File: src/rtl/skew_add_pkg.sv
package skew_add_pkg;
  parameter int unsigned DEF_SLICE_W = 2;
  localparam int unsigned N_SLICES = 2;
endpackage

File: src/rtl/skew_add_ripple.sv
module skew_add_ripple #(
  parameter int unsigned SLICE_W = skew_add_pkg::DEF_SLICE_W
) (
  input  logic [SLICE_W-1:0] a_i,
  input  logic [SLICE_W-1:0] b_i,
  input  logic               c_i,
  output logic [SLICE_W-1:0] sum_o,
  output logic               c_o
);
  logic [SLICE_W:0] chain;

  assign chain[0] = c_i;

  for (genvar g = 0; g < SLICE_W; g++) begin : g_fa
    assign sum_o[g]     = a_i[g] ^ b_i[g] ^ chain[g];
    assign chain[g + 1] = (a_i[g] & b_i[g]) | (chain[g] & (a_i[g] ^ b_i[g]));
  end

  assign c_o = chain[SLICE_W];
endmodule

File: src/rtl/skew_add_stage.sv
module skew_add_stage #(
  parameter int unsigned SLICE_W = skew_add_pkg::DEF_SLICE_W
) (
  input  logic               clk_i,
  input  logic               rst_ni,
  input  logic               en_i,
  input  logic [SLICE_W-1:0] a_i,
  input  logic [SLICE_W-1:0] b_i,
  input  logic               c_i,
  output logic               valid_o,
  output logic [SLICE_W-1:0] sum_o,
  output logic               c_o
);
  logic [SLICE_W-1:0] sum_d;
  logic               c_d;

  skew_add_ripple #(.SLICE_W(SLICE_W)) u_ripple (
    .a_i  (a_i),
    .b_i  (b_i),
    .c_i  (c_i),
    .sum_o(sum_d),
    .c_o  (c_d)
  );

  always_ff @(posedge clk_i or negedge rst_ni) begin
    if (!rst_ni) begin
      valid_o <= 1'b0;
      sum_o   <= '0;
      c_o     <= 1'b0;
    end else begin
      valid_o <= en_i;
      // hold result when slice is idle
      if (en_i) begin
        sum_o <= sum_d;
        c_o   <= c_d;
      end
    end
  end
endmodule

File: src/rtl/skew_add.sv
module skew_add #(
  parameter int unsigned SLICE_W = skew_add_pkg::DEF_SLICE_W
) (
  input  logic               clk_i,
  input  logic               rst_ni,
  input  logic               valid_i,
  input  logic [SLICE_W-1:0] a_lo_i,
  input  logic [SLICE_W-1:0] b_lo_i,
  input  logic               carry_i,
  input  logic [SLICE_W-1:0] a_hi_i,
  input  logic [SLICE_W-1:0] b_hi_i,
  output logic               valid_lo_o,
  output logic [SLICE_W-1:0] sum_lo_o,
  output logic               valid_hi_o,
  output logic [SLICE_W-1:0] sum_hi_o,
  output logic               carry_o
);
  logic mid_carry_q;  // inter-stage carry register

  skew_add_stage #(.SLICE_W(SLICE_W)) u_lo (
    .clk_i  (clk_i),
    .rst_ni (rst_ni),
    .en_i   (valid_i),
    .a_i    (a_lo_i),
    .b_i    (b_lo_i),
    .c_i    (carry_i),
    .valid_o(valid_lo_o),
    .sum_o  (sum_lo_o),
    .c_o    (mid_carry_q)
  );

  skew_add_stage #(.SLICE_W(SLICE_W)) u_hi (
    .clk_i  (clk_i),
    .rst_ni (rst_ni),
    .en_i   (valid_lo_o),
    .a_i    (a_hi_i),
    .b_i    (b_hi_i),
    .c_i    (mid_carry_q),
    .valid_o(valid_hi_o),
    .sum_o  (sum_hi_o),
    .c_o    (carry_o)
  );
endmodule

File: config.mk
export PLATFORM = sky130hd
export DESIGN_NAME = skew_add
export DESIGN_NICKNAME = d
export VERILOG_FILES = /design/src/rtl/skew_add_pkg.sv /design/src/rtl/skew_add_ripple.sv /design/src/rtl/skew_add_stage.sv /design/src/rtl/skew_add.sv
export SDC_FILE = /design/constraint.sdc
export NUM_CORES = 1
export LEC_CHECK = 0
export ABC_AREA = 1
export ABC_CLOCK_PERIOD_IN_PS = 2050
export BUFFER_PORTS_ARGS = -buffer_cell sky130_fd_sc_hd__buf_2
export CORE_AREA = 3 3 45 47
export DETAILED_ROUTE_END_ITERATION = 16
export DIE_AREA = 0 0 48 50
export GPL_TIMING_DRIVEN = 0
export HOLD_SLACK_MARGIN = 0.05
export MAX_ROUTING_LAYER = met4
export SLEW_MARGIN = 5
export SYNTH_ARGS = -nofsm -noshare
export SYNTH_HDL_FRONTEND = slang
export SYNTH_SLANG_ARGS = --single-unit
File: constraint.sdc
create_clock -name clk_i -period 2.05 [get_ports clk_i]
set_input_delay 0.1025 -clock clk_i [delete_from_list [all_inputs] [get_ports clk_i]]
set_output_delay 0.1025 -clock clk_i [all_outputs]
set_load 0.01 [all_outputs]
Yosys cells after proc, flatten, opt, wreduce, memory -nomap -nowiden

Cells that the tools add are included.

Bits in registers: 8
Input bits: 12
Output and inout bits: 7

Bitwise logic cells: 20

Operators by type and width:

| cell      | number |
|---|---|
| 1-bit AND | 8 |
| 1-bit XOR | 8 |
| 1-bit OR  | 4 |

Logic depth before layout (Yosys ltp)

Gate-level depths: netlist of the first run.

Depth in word-level cells: 5
Depth in mapped cells: 6

Cells and area by module

A second synthesis of the first run with hierarchy kept.

Cell total of the unflattened synthesis: 48
Area total of the unflattened synthesis: 415.4 um^2

Modules (own cells, without submodules):

| module          | instances | cells an instance | area each (um^2) | sequential area each (um^2) |
|---|---|---|---|---|
| skew_add_stage  | 2         | 14                | 137.6            | 100.1 |
| skew_add_ripple | 2         | 10                | 70.1             | 0.0 |

Worst setup path after synthesis of the first run

No wires, ideal clock.

Path kind: flip-flop to flip-flop
From: reg u_lo.c_o
To: reg u_hi.sum_o[1]
Data arrival time: 1.326 ns
Data required time: 1.933 ns
Setup slack: 0.607 ns
Cell stages (with the launch flop): 7
Clock period less this slack: 1.443 ns
Cells stage by stage: dfrtp_1 > inv_1 > fa_1 > fa_1 > inv_1 > nand2_1 > nand2_1

Cells in the longest elaborated chain, start to end: 3

Ends and longest elaborated chain:

| what                   | line                  | source |
|---|---|---|
| from (decl)            | skew_add_stage.sv:12  | `output logic c_o` |
| from (signal assigned) | skew_add_stage.sv:29  | `c_o <= 1'b0;` |
| from (signal assigned) | skew_add_stage.sv:35  | `c_o <= c_d;` |
| 1-bit AND              | skew_add_ripple.sv:16 | `assign chain[g + 1] = (a_i[g] & b_i[g]) \| (chain[g] & (a_i[g] ^ b_i[g]));` |
| 1-bit OR               | skew_add_ripple.sv:16 |  |
| 1-bit XOR              | skew_add_ripple.sv:15 | `assign sum_o[g] = a_i[g] ^ b_i[g] ^ chain[g];` |
| to (signal assigned)   | skew_add_stage.sv:34  | `sum_o <= sum_d;` |
| to (decl)              | skew_add_stage.sv:11  | `output logic [SLICE_W-1:0] sum_o,` |

No other way between the ends.
A chain may end at the register's enable or synchronous reset.

Worst setup path in the final report of the first run

Same ends and word-level chain as after synthesis.

==> impl_metrics.csv, run 1 <==
group,metric,value,unit
logic_synthesis,synth_edf_count,0,
cells_and_area,nets,89,
sta,setup_ws,0.511,ns
global_routing,use_met3,3.28,%
global_routing,grt_pass1_vias,319,
logic_synthesis,ys_top_cells_by_count,"18 x nand2_1, 16 x inv_1, 8 x dfrtp_1, 4 x fa_1, 2 x inv_2",
clock_network,clk_pin_slew,0.05,ns
sta,worstMarginPinSlew,0.185,ns
die,pin_count,19,
power,switching_share,28.5,%
sta,fin_worst_skew,0.000287,ns
route,finalWirelength,762,um
cells_and_area,layout.cells.non_filler,88,
global_routing,top_usage_layer,"met2",
power,ir_worst_vdd,0.267,mV
power,power.density,708,nW/um2
logic_synthesis,synth_top_area_share,48.2,%
worst_setup_path,critPathArrivalTime,1.68,ns
global_routing,grt-ovfl-total,0,
sta,fmax,650,MHz
logic_synthesis,ys_ff_latch,8,
logic_synthesis,syn-cell-area,415,um2
logic_synthesis,ys_types,5,
worst_setup_path,r2r_end,"u_hi.sum_o[1]",
clock_network,htreeDepth,1,
worst_setup_path,reg2reg_depth,6,
global_routing,grt_pass1_wl,1.32,mm
sta,hold_viol,0,
logic_synthesis,synth_ff_type,"dfrtp_1",
global_routing,grt_use_met1,9.64,%
sta,fin_setup_tns,0,ns
logic_synthesis,synthesis.nets,64,
power,clockPowerShare,29.8,%
route,wl_per_cell,8.66,um
place,placed_cell_area,527,um2
die,rows,15,
clock_network,clockRootBuffer,"clkbuf_4",
sta,slew-limit-headroom,87.6,%
cells_and_area,diodes,0,
place,dp_hpwl,639,um
cells_and_area,drive_above_1_share,32.4,%
route,ant_nets,0,
min_path,hp-class,"in2async",
sta,rsz0062_at_grt,"false",
global_routing,grt_max_degree,9,
logic_synthesis,ys_seq_area_share,48.2,%
die,die_h,50,um
worst_setup_path,required,2.19,ns
global_routing,grt.total_usage,8.02,%
cells_and_area,syn_to_final_growth,37.0,%
clock_network,clock_latency,0.25,ns
run_status,status,"finished clean",
sta,setup_viol,0,
place,dpl_worst_slack,0.510,ns
sta,fin_crit_sh,75.1,%
worst_setup_path,criticalPathCategory,"reg2reg",
global_routing,antenna_found_initial,0,
power,leakage,0.365,nW
logic_synthesis,synth_area_leader_cell,"dfrtp_1",
route,vias,334,
route,via_per_inst,3.80,
job,drv_cap,0,
die,die_w,48,um
die,initial_utilization,24.6,%
place,io_buffers,18,
logic_synthesis,yosysWarnings,0,
power,pwr-share-comb,23.2,%
sta,layout_min_cycle_time,1.54,ns
power,internal-power,0.288,mW
sta,drv_slew,0,
die,core,1690,um2
power,switching_power,0.115,mW
clock_network,cts.sinks,8,
global_routing,met2_usage,11.2,%
clock_network,clk_path_buf_depth,2,
cells_and_area,design_area,569,um2
route,drt_iter0_markers,0,
logic_synthesis,yosys-top-cells-area,"dfrtp_1 48%, fa_1 19%, nand2_1 16%",
worst_setup_path,reg2reg_from,"u_lo.c_o",
clock_network,cts_buffers,3,
logic_synthesis,synth_most_common_cell,"nand2_1",
clock_network,cts_tree,"done",
worst_setup_path,reg2reg_slack,0.51,ns
worst_setup_path,startpoint_type,"flip-flop",
route,drt_first_pass_iters,1,
clock_network,cts_resized,0,
place,place_inst,83,
logic_synthesis,synthCells,48,
place,globalplace.congestion,0.703,
power,seqPwrFrac,47.0,%
worst_setup_path,path_max_fanout,2,
route,drc,0,
worst_setup_path,cp-end-kind,"flip-flop",
logic_synthesis,ys_async_sr_fraction,100,%
logic_synthesis,syn_avg_cell_area,8.65,um2
die,die-area,2400,um2
## power by group through the flow
stage          registers, mW  logic, mW  clock network, mW
2_1_floorplan          0.201     0.0412                  0
3_3_place_gp           0.192     0.0888                  0
3_5_place_dp           0.193     0.0930                  0
4_1_cts                0.190     0.0962              0.124
5_1_grt                0.193      0.111              0.139
6_report               0.190     0.0934              0.120
## what timing repair did
item / 4_1_cts / 5_1_grt
hold buffers: 2 / 0
buffers inserted: 0 / 0
hold endpoints to repair: 9 / 0
## worst max path at each step
stage               startpoint            end  slack, ns  cells after the start
CTS                   u_lo.c_o  u_hi.sum_o[1]       0.50                      6
floorplan             u_lo.c_o  u_hi.sum_o[1]       0.61                      6
detailed placement    u_lo.c_o  u_hi.sum_o[1]       0.51                      6
global route          u_lo.c_o  u_hi.sum_o[1]       0.43                      6
global placement      u_lo.c_o  u_hi.sum_o[1]       0.57                      6
finish                u_lo.c_o  u_hi.sum_o[1]       0.51                      6
## layout by cell type, fill, tap and decap left out, drive strengths merged
cell type    synthesis  layout
nand2               18      18
buf                  0      18
inv                 18      18
dfrtp                8       8
fa                   4       4
clkbuf               0       3
dlygate4sd3          0       2
## worst max-delay path: stages (launching register included)
cell and delay, ns:
dfrtp_1 0.35, inv_1 0.05, fa_1 0.38, fa_1 0.50
inv_1 0.04, nand2_1 0.05, nand2_1 0.06
## cell families (layout without fill, tap and decap cells)
group | count (synthesis) | in the layout | share of synthesized area (%)
fa+ha+maj | 4 | 4 | 19.3
buf+inv | 18 | 41 | 16.3
flops | 8 | 8 | 48.2
simple gates | 18 | 18 | 16.3
## final cells by class
| type | instances | area [um2] |
|---|---|---|
| sequential | 8 | 200 |
| multi-input combinational | 22 | 148 |
| clock buffer | 3 | 22.5 |
| fill | 187 | 1120 |
| tap | 17 | 21.3 |
| inverter | 18 | 67.6 |
| timing repair buffer | 20 | 110 |
## per-stage QoR
step	hold WS (ns)	util, %	total power, mW
2_1_floorplan	-0.193	-	0.242
3_3_place_gp	-0.0534	31.2	0.281
3_5_place_dp	-0.0497	31.2	0.286
4_1_cts	0.213	33.7	0.410
5_1_grt	0.241	33.7	0.443
6_report	0.219	33.7	0.403
## registers in the layout (all words and copies together) (netlist names)
register      flops
u_hi.c_o          1
u_hi.sum_o        2
u_hi.valid_o      1
u_lo.c_o          1
u_lo.sum_o        2
u_lo.valid_o      1
## layer usage
layer / up-vias / part of all wire (%)
li1: 173 / -
met4: 0 / 0
met3: 0 / 7.1
met5: - / 0
met1: 148 / 44
met2: 13 / 49
Power figures use the tool's default switching activity.
==> run 2, diff against run 1 <==
--- a/config.mk
+++ b/config.mk
@@ -6,7 +6,7 @@
 export NUM_CORES = 1
 export LEC_CHECK = 0
 export ABC_AREA = 1
-export ABC_CLOCK_PERIOD_IN_PS = 2050
+export ABC_CLOCK_PERIOD_IN_PS = 1240
 export BUFFER_PORTS_ARGS = -buffer_cell sky130_fd_sc_hd__buf_2
 export CORE_AREA = 3 3 45 47
 export DETAILED_ROUTE_END_ITERATION = 16
==> constraint.sdc (replaced) <==
create_clock -name clk_i -period 1.24 [get_ports clk_i]
set_input_delay 0.062 -clock clk_i [delete_from_list [all_inputs] [get_ports clk_i]]
set_output_delay 0.062 -clock clk_i [all_outputs]
set_load 0.01 [all_outputs]
==> impl_metrics.csv, run 2 (synthesis gave the netlist of run 1 again) <==
group,metric,value,unit
global_routing,antenna_found_initial,0,
worst_setup_path,required,1.37,ns
die,core,1690,um2
clock_network,clk_path_buf_depth,2,
sta,layout_min_cycle_time,1.45,ns
power,switching_share,27.1,%
min_path,hp-class,"in2async",
cells_and_area,layout_common_cells,"18 x nand2_1, 18 x buf_2, 15 x inv_1",
global_routing,grt-ovfl-total,0,
worst_setup_path,reg2reg_slack,-0.21,ns
global_routing,grt_max_degree,9,
clock_network,clk_pin_slew,0.05,ns
power,clockPowerShare,28.2,%
route,vias,338,
cells_and_area,top_regs,"u_hi.sum_o: 2 flops, u_lo.sum_o: 2 flops",
place,dp_hpwl,597,um
sta,drv_slew,0,
place,place_inst,83,
die,rows,15,
worst_setup_path,criticalPathCategory,"reg2reg",
worst_setup_path,critPathArrivalTime,1.58,ns
power,power.density,1130,nW/um2
worst_setup_path,worst_setup_path_startpoint,"u_lo.c_o",
clock_network,cts_buffers,3,
power,seqPwrFrac,47.4,%
cells_and_area,layout.cells.non_filler,90,
power,internal-power,0.484,mW
worst_setup_path,startpoint_type,"flip-flop",
sta,hold_ws,0.177,ns
die,die-area,2400,um2
power,switching_power,0.180,mW
clock_network,clockRootBuffer,"clkbuf_4",
clock_network,cts_tree,"done",
sta,slew-limit-headroom,86.6,%
power,ir_worst_vdd,0.373,mV
worst_setup_path,path_max_fanout,2,
place,globalplace.congestion,0.703,
route,ant_nets,0,
run_status,status,"complete, but fails checks",
cells_and_area,nets,91,
place,io_buffers,18,
route,drt_first_pass_iters,2,
sta,worstMarginPinSlew,0.200,ns
power,power,0.663,mW
sta,setup_viol,2,
route,via_per_inst,3.76,
global_routing,grt_pass1_vias,374,
worst_setup_path,reg2reg_from,"u_lo.c_o",
die,pin_count,19,
job,drv_cap,0,
global_routing,grt.total_usage,8.38,%
sta,hold_viol,0,
clock_network,clock_latency,0.25,ns
sta,fin_worst_skew,0.00291,ns
cells_and_area,syn_to_final_growth,41.3,%
cells_and_area,num-fill-cells,198,
worst_setup_path,cp-end-kind,"flip-flop",
power,pwr-share-comb,24.4,%
clock_network,cts.sinks,8,
power,leakage,0.373,nW
run_status,violations,"setup timing",
route,drt_iter0_markers,3,
route,wl_per_cell,7.73,um
clock_network,htreeDepth,1,
route,drc,0,
die,die_h,50,um
global_routing,grt_pass1_wl,1.34,mm
sta,fin_crit_sh,117,%
die,die_w,48,um
route,finalWirelength,696,um
sta,fmax,690,MHz
cells_and_area,drive_above_1_share,37.0,%
place,dpl_worst_slack,-0.210,ns
die,initial_utilization,24.6,%
sta,setup_ws,-0.209,ns
sta,rsz0062_at_grt,"true",
cells_and_area,diodes,0,
[run 2: cell count changes in the layout (fill, tap and decap cells not counted), sizes merged]
cell / change
buf: +2
[run 2: metrics by stage]
stage               TNS, ns  util (%)  instance area [um2]
finish               -0.299      34.7                  587
global route         -0.436      34.7                  587
CTS                  -0.298      34.3                  579
detailed placement   -0.394      31.3                  529
global placement     -0.378      31.3                  529
floorplan            -0.174         -                  418
[run 2: timing repair]
item / 4_1_cts / 5_1_grt
resized for setup: 0 / 1
hold endpoints to repair: 9 / 0
endpoints found under the setup margin: 2 / 2
hold buffers: 2 / 0
gates cloned: 0 / 0
buffers inserted: 1 / 1
[run 2: per-layer routing]
metal / GRT usage [%] / wire (um) / part of all wire, %
met2: 11.9 / 347 / 50
met5: - / 0 / 0
met3: 5.47 / 76 / 11
met1: 8.74 / 272 / 39
met4: 4.04 / 0 / 0
[run 2: cell type report]
class | instances | area, um2 | share of cell area [%]
Timing Repair Buffer | 22 | 125 | 21.3
Sequential cell | 8 | 200 | 34.1
Clock buffer | 3 | 22.5 | 3.84
Tap cell | 17 | 21.3 | 3.62
Inverter | 18 | 67.6 | 11.5
Multi-Input combinational cell | 22 | 150 | 25.6
[run 2: worst paths after layout]
check	to	cells past startpoint
hold reg to reg	u_hi.sum_o[0]	2
setup / recovery	u_hi.sum_o[1]	6
max in group asynchronous	u_lo.sum_o[0]	2
hold / removal	u_hi.sum_o[0]	2
setup reg to reg	u_hi.sum_o[1]	6
min in group clk_i	u_lo.sum_o[0]	6
[run 2: power by group through the flow]
| stage | clock network [mW] | logic (mW) | registers (mW) |
|---|---|---|---|
| after floorplan | 0 | 0.0691 | 0.333 |
| after global placement | 0 | 0.148 | 0.317 |
| after detailed placement | 0 | 0.151 | 0.319 |
| after CTS | 0.201 | 0.161 | 0.314 |
| after global routing | 0.221 | 0.194 | 0.319 |
| final | 0.187 | 0.162 | 0.314 |
[run 2: worst max-delay path: stages, from the launching register on]
cell and delay (ns):
dfrtp_1 0.35, inv_2 0.04, fa_2 0.33, fa_1 0.48, inv_1 0.04, nand2_1 0.04
nand2_1 0.05
==> run 3, diff against run 2 <==
--- a/config.mk
+++ b/config.mk
@@ -5,12 +5,11 @@
 export SDC_FILE = /design/constraint.sdc
 export NUM_CORES = 1
 export LEC_CHECK = 0
-export ABC_AREA = 1
 export ABC_CLOCK_PERIOD_IN_PS = 1240
 export BUFFER_PORTS_ARGS = -buffer_cell sky130_fd_sc_hd__buf_2
-export CORE_AREA = 3 3 45 47
+export CORE_AREA = 3 3 44 46
 export DETAILED_ROUTE_END_ITERATION = 16
-export DIE_AREA = 0 0 48 50
+export DIE_AREA = 0 0 47 49
 export GPL_TIMING_DRIVEN = 0
 export HOLD_SLACK_MARGIN = 0.05
 export MAX_ROUTING_LAYER = met4
==> impl_metrics.csv, run 3 <==
group,metric,value,unit
power,power,0.685,mW
sta,fin_worst_skew,0.00322,ns
cells_and_area,top_regs,"u_hi.sum_o: 2 flops, u_lo.sum_o: 2 flops",
sta,setup_viol,2,
global_routing,grt_pass1_vias,348,
logic_synthesis,yosysWarnings,0,
logic_synthesis,synth_top_area_share,51.3,%
sta,layout_min_cycle_time,1.39,ns
sta,drv_slew,0,
clock_network,clk_pin_slew,0.06,ns
worst_setup_path,cpPeakStageDelay,0.49,ns
sta,setup_ws,-0.152,ns
cells_and_area,num-fill-cells,160,
worst_setup_path,critPathArrivalTime,1.52,ns
route,drc,0,
worst_setup_path,reg2reg_depth,4,
logic_synthesis,ys_async_sr_fraction,100,%
worst_setup_path,path_max_fanout,2,
sta,rsz0062_at_grt,"true",
die,initial_utilization,25.3,%
worst_setup_path,criticalPathCategory,"reg2reg",
sta,fmax,718,MHz
cells_and_area,regArea,200,um2
clock_network,cts.sinks,8,
global_routing,antenna_found_initial,0,
route,drt_iter0_markers,1,
logic_synthesis,synth_top_family_by_area,"adder cells",
cells_and_area,syn_to_final_growth,39.7,%
worst_setup_path,path_cells,"inv_2 > fa_2 > fa_1 > mux2i_1",
logic_synthesis,ys_types,6,
global_routing,grt_pass1_wl,1.29,mm
logic_synthesis,syn-cell-area,390,um2
power,ir_worst_vdd,0.385,mV
clock_network,htreeDepth,1,
logic_synthesis,synth-xor-area-share,0,%
global_routing,grt.total_usage,7.91,%
clock_network,cts_tree,"done",
route,ant_nets,0,
min_path,hp-class,"in2async",
global_routing,grt-ovfl-total,0,
logic_synthesis,synth_edf_count,0,
clock_network,clk_path_buf_depth,2,
worst_setup_path,path_buf_inv,1,
job,drv_cap,0,
die,core,1540,um2
cells_and_area,drive_above_1_share,40.4,%
sta,slew-limit-headroom,85.5,%
cells_and_area,layout_commonest_cell,"buf_2",
route,drt_first_pass_iters,2,
worst_setup_path,startpoint_type,"flip-flop",
worst_setup_path,cp.depth,4,
cells_and_area,layout_common_cells,"18 x buf_2, 13 x inv_1, 8 x dfrtp_1",
logic_synthesis,ys_ff_latch,8,
run_status,violations,"setup timing",
logic_synthesis,yosys.area_share.simple,1.92,%
sta,worstMarginPinSlew,0.218,ns
die,die_w,47,um
logic_synthesis,synth_ff_type,"dfrtp_1",
route,vias,289,
worst_setup_path,cp-end-kind,"flip-flop",
worst_setup_path,critPathTopFamily,"adder cells",
place,globalplace.congestion,0.699,
route,via_per_inst,3.96,
logic_synthesis,ys_seq_area_share,51.3,%
cells_and_area,diodes,0,
die,pin_count,19,
sta,fin_crit_sh,112,%
sta,hold_viol,0,
route,finalWirelength,723,um
cells_and_area,nets,75,
logic_synthesis,syn_avg_cell_area,11.5,um2
die,die-area,2300,um2
logic_synthesis,synth_area_leader_cell,"dfrtp_1",
logic_synthesis,synthMuxAreaShare,10.3,%
place,dp_hpwl,624,um
logic_synthesis,synth_most_common_cell,"inv_1",
cells_and_area,multi_input_area,140,um2
place,io_buffers,18,
power,power.density,1250,nW/um2
logic_synthesis,yosys-top-cells-area,"dfrtp_1 51%, fa_1 21%, inv_1 13%",
run_status,status,"complete, but fails checks",
clock_network,cts_buffers,3,
die,die_h,49,um
logic_synthesis,synth_compound_area_share,2.56,%
route,wl_per_cell,9.90,um
logic_synthesis,synthCells,34,
die,rows,14,
logic_synthesis,synthAdderAreaFrac,20.5,%
sta,fin_setup_tns,-0.219,ns
logic_synthesis,synthesis.nets,50,
worst_setup_path,slowest_stage,"fa_1",
logic_synthesis,ys_top_cells_by_count,"14 x inv_1, 8 x dfrtp_1, 4 x fa_1, 4 x mux2i_1",
global_routing,grt_max_degree,9,
clock_network,clockRootBuffer,"clkbuf_4",
power,leakage,0.318,nW
clock_network,clock_latency,0.25,ns
worst_setup_path,required,1.37,ns
[run 3: metal layers]
layer | vias to the layer above | routed length (um) | track usage (%)
li1 | 142 | - | -
met1 | 141 | 275 | 7.80
met2 | 6 | 403 | 13.3
met3 | 0 | 43 | 2.21
met4 | 0 | 0 | 4.15
met5 | - | 0 | -
[run 3: layout make-up]
| cell class | count | share of cell area [%] |
|---|---|---|
| clock buffer | 3 | 4.13 |
| timing repair buffer | 20 | 20.2 |
| multi-input combinational | 12 | 25.7 |
| inverter | 14 | 9.63 |
| sequential | 8 | 36.7 |
| tap | 16 | 3.67 |
[run 3: through the flow]
step | util, % | hold slack, ns | instance area, um2 | worst slack (ns) | cells
after global placement | 32.6 | -0.0873 | 503 | -0.144 | 68
after detailed placement | 32.6 | -0.0798 | 503 | -0.171 | 68
final | 35.4 | 0.180 | 546 | -0.152 | 73
after CTS | 35.4 | 0.188 | 546 | -0.169 | 73
after global routing | 35.4 | 0.213 | 546 | -0.210 | 73
after floorplan | - | -0.234 | 393 | -0.111 | 34
[run 3: what timing repair did]
action | 4_1_cts | 5_1_grt
resized for setup | 1 | 0
pin swaps | 0 | 0
setup endpoints to repair | 2 | 2
buffers inserted | 0 | 0
endpoints found under the hold margin | 9 | 0
hold buffers | 2 | 0
[run 3: power by group]
part	switching [mW]	internal [mW]	total (mW)
combinational	0.0843	0.0786	0.163
clock	0.0869	0.111	0.198
sequential	0.0217	0.302	0.324
[run 3: kinds of logic after synthesis]
logic type,Yosys count
AO/OA/AOI/OAI,2
adder cells (fa/ha/maj),4
buffers and inverters,14
flip-flops,8
multiplexers,4
AND/OR/NAND/NOR,2
[run 3: final timing paths]
check	from	end	slack [ns]
worst max-delay path	u_lo.c_o	u_hi.sum_o[1]	-0.15
worst min-delay path	rst_ni	u_hi.c_o	0.18
worst max register to register	u_lo.c_o	u_hi.sum_o[1]	-0.15
worst min register to register	u_lo.sum_o[1]	u_lo.sum_o[1]	0.52
max in group asynchronous	rst_ni	u_lo.valid_o	0.89
min in group clk_i	carry_i	u_lo.sum_o[0]	0.22
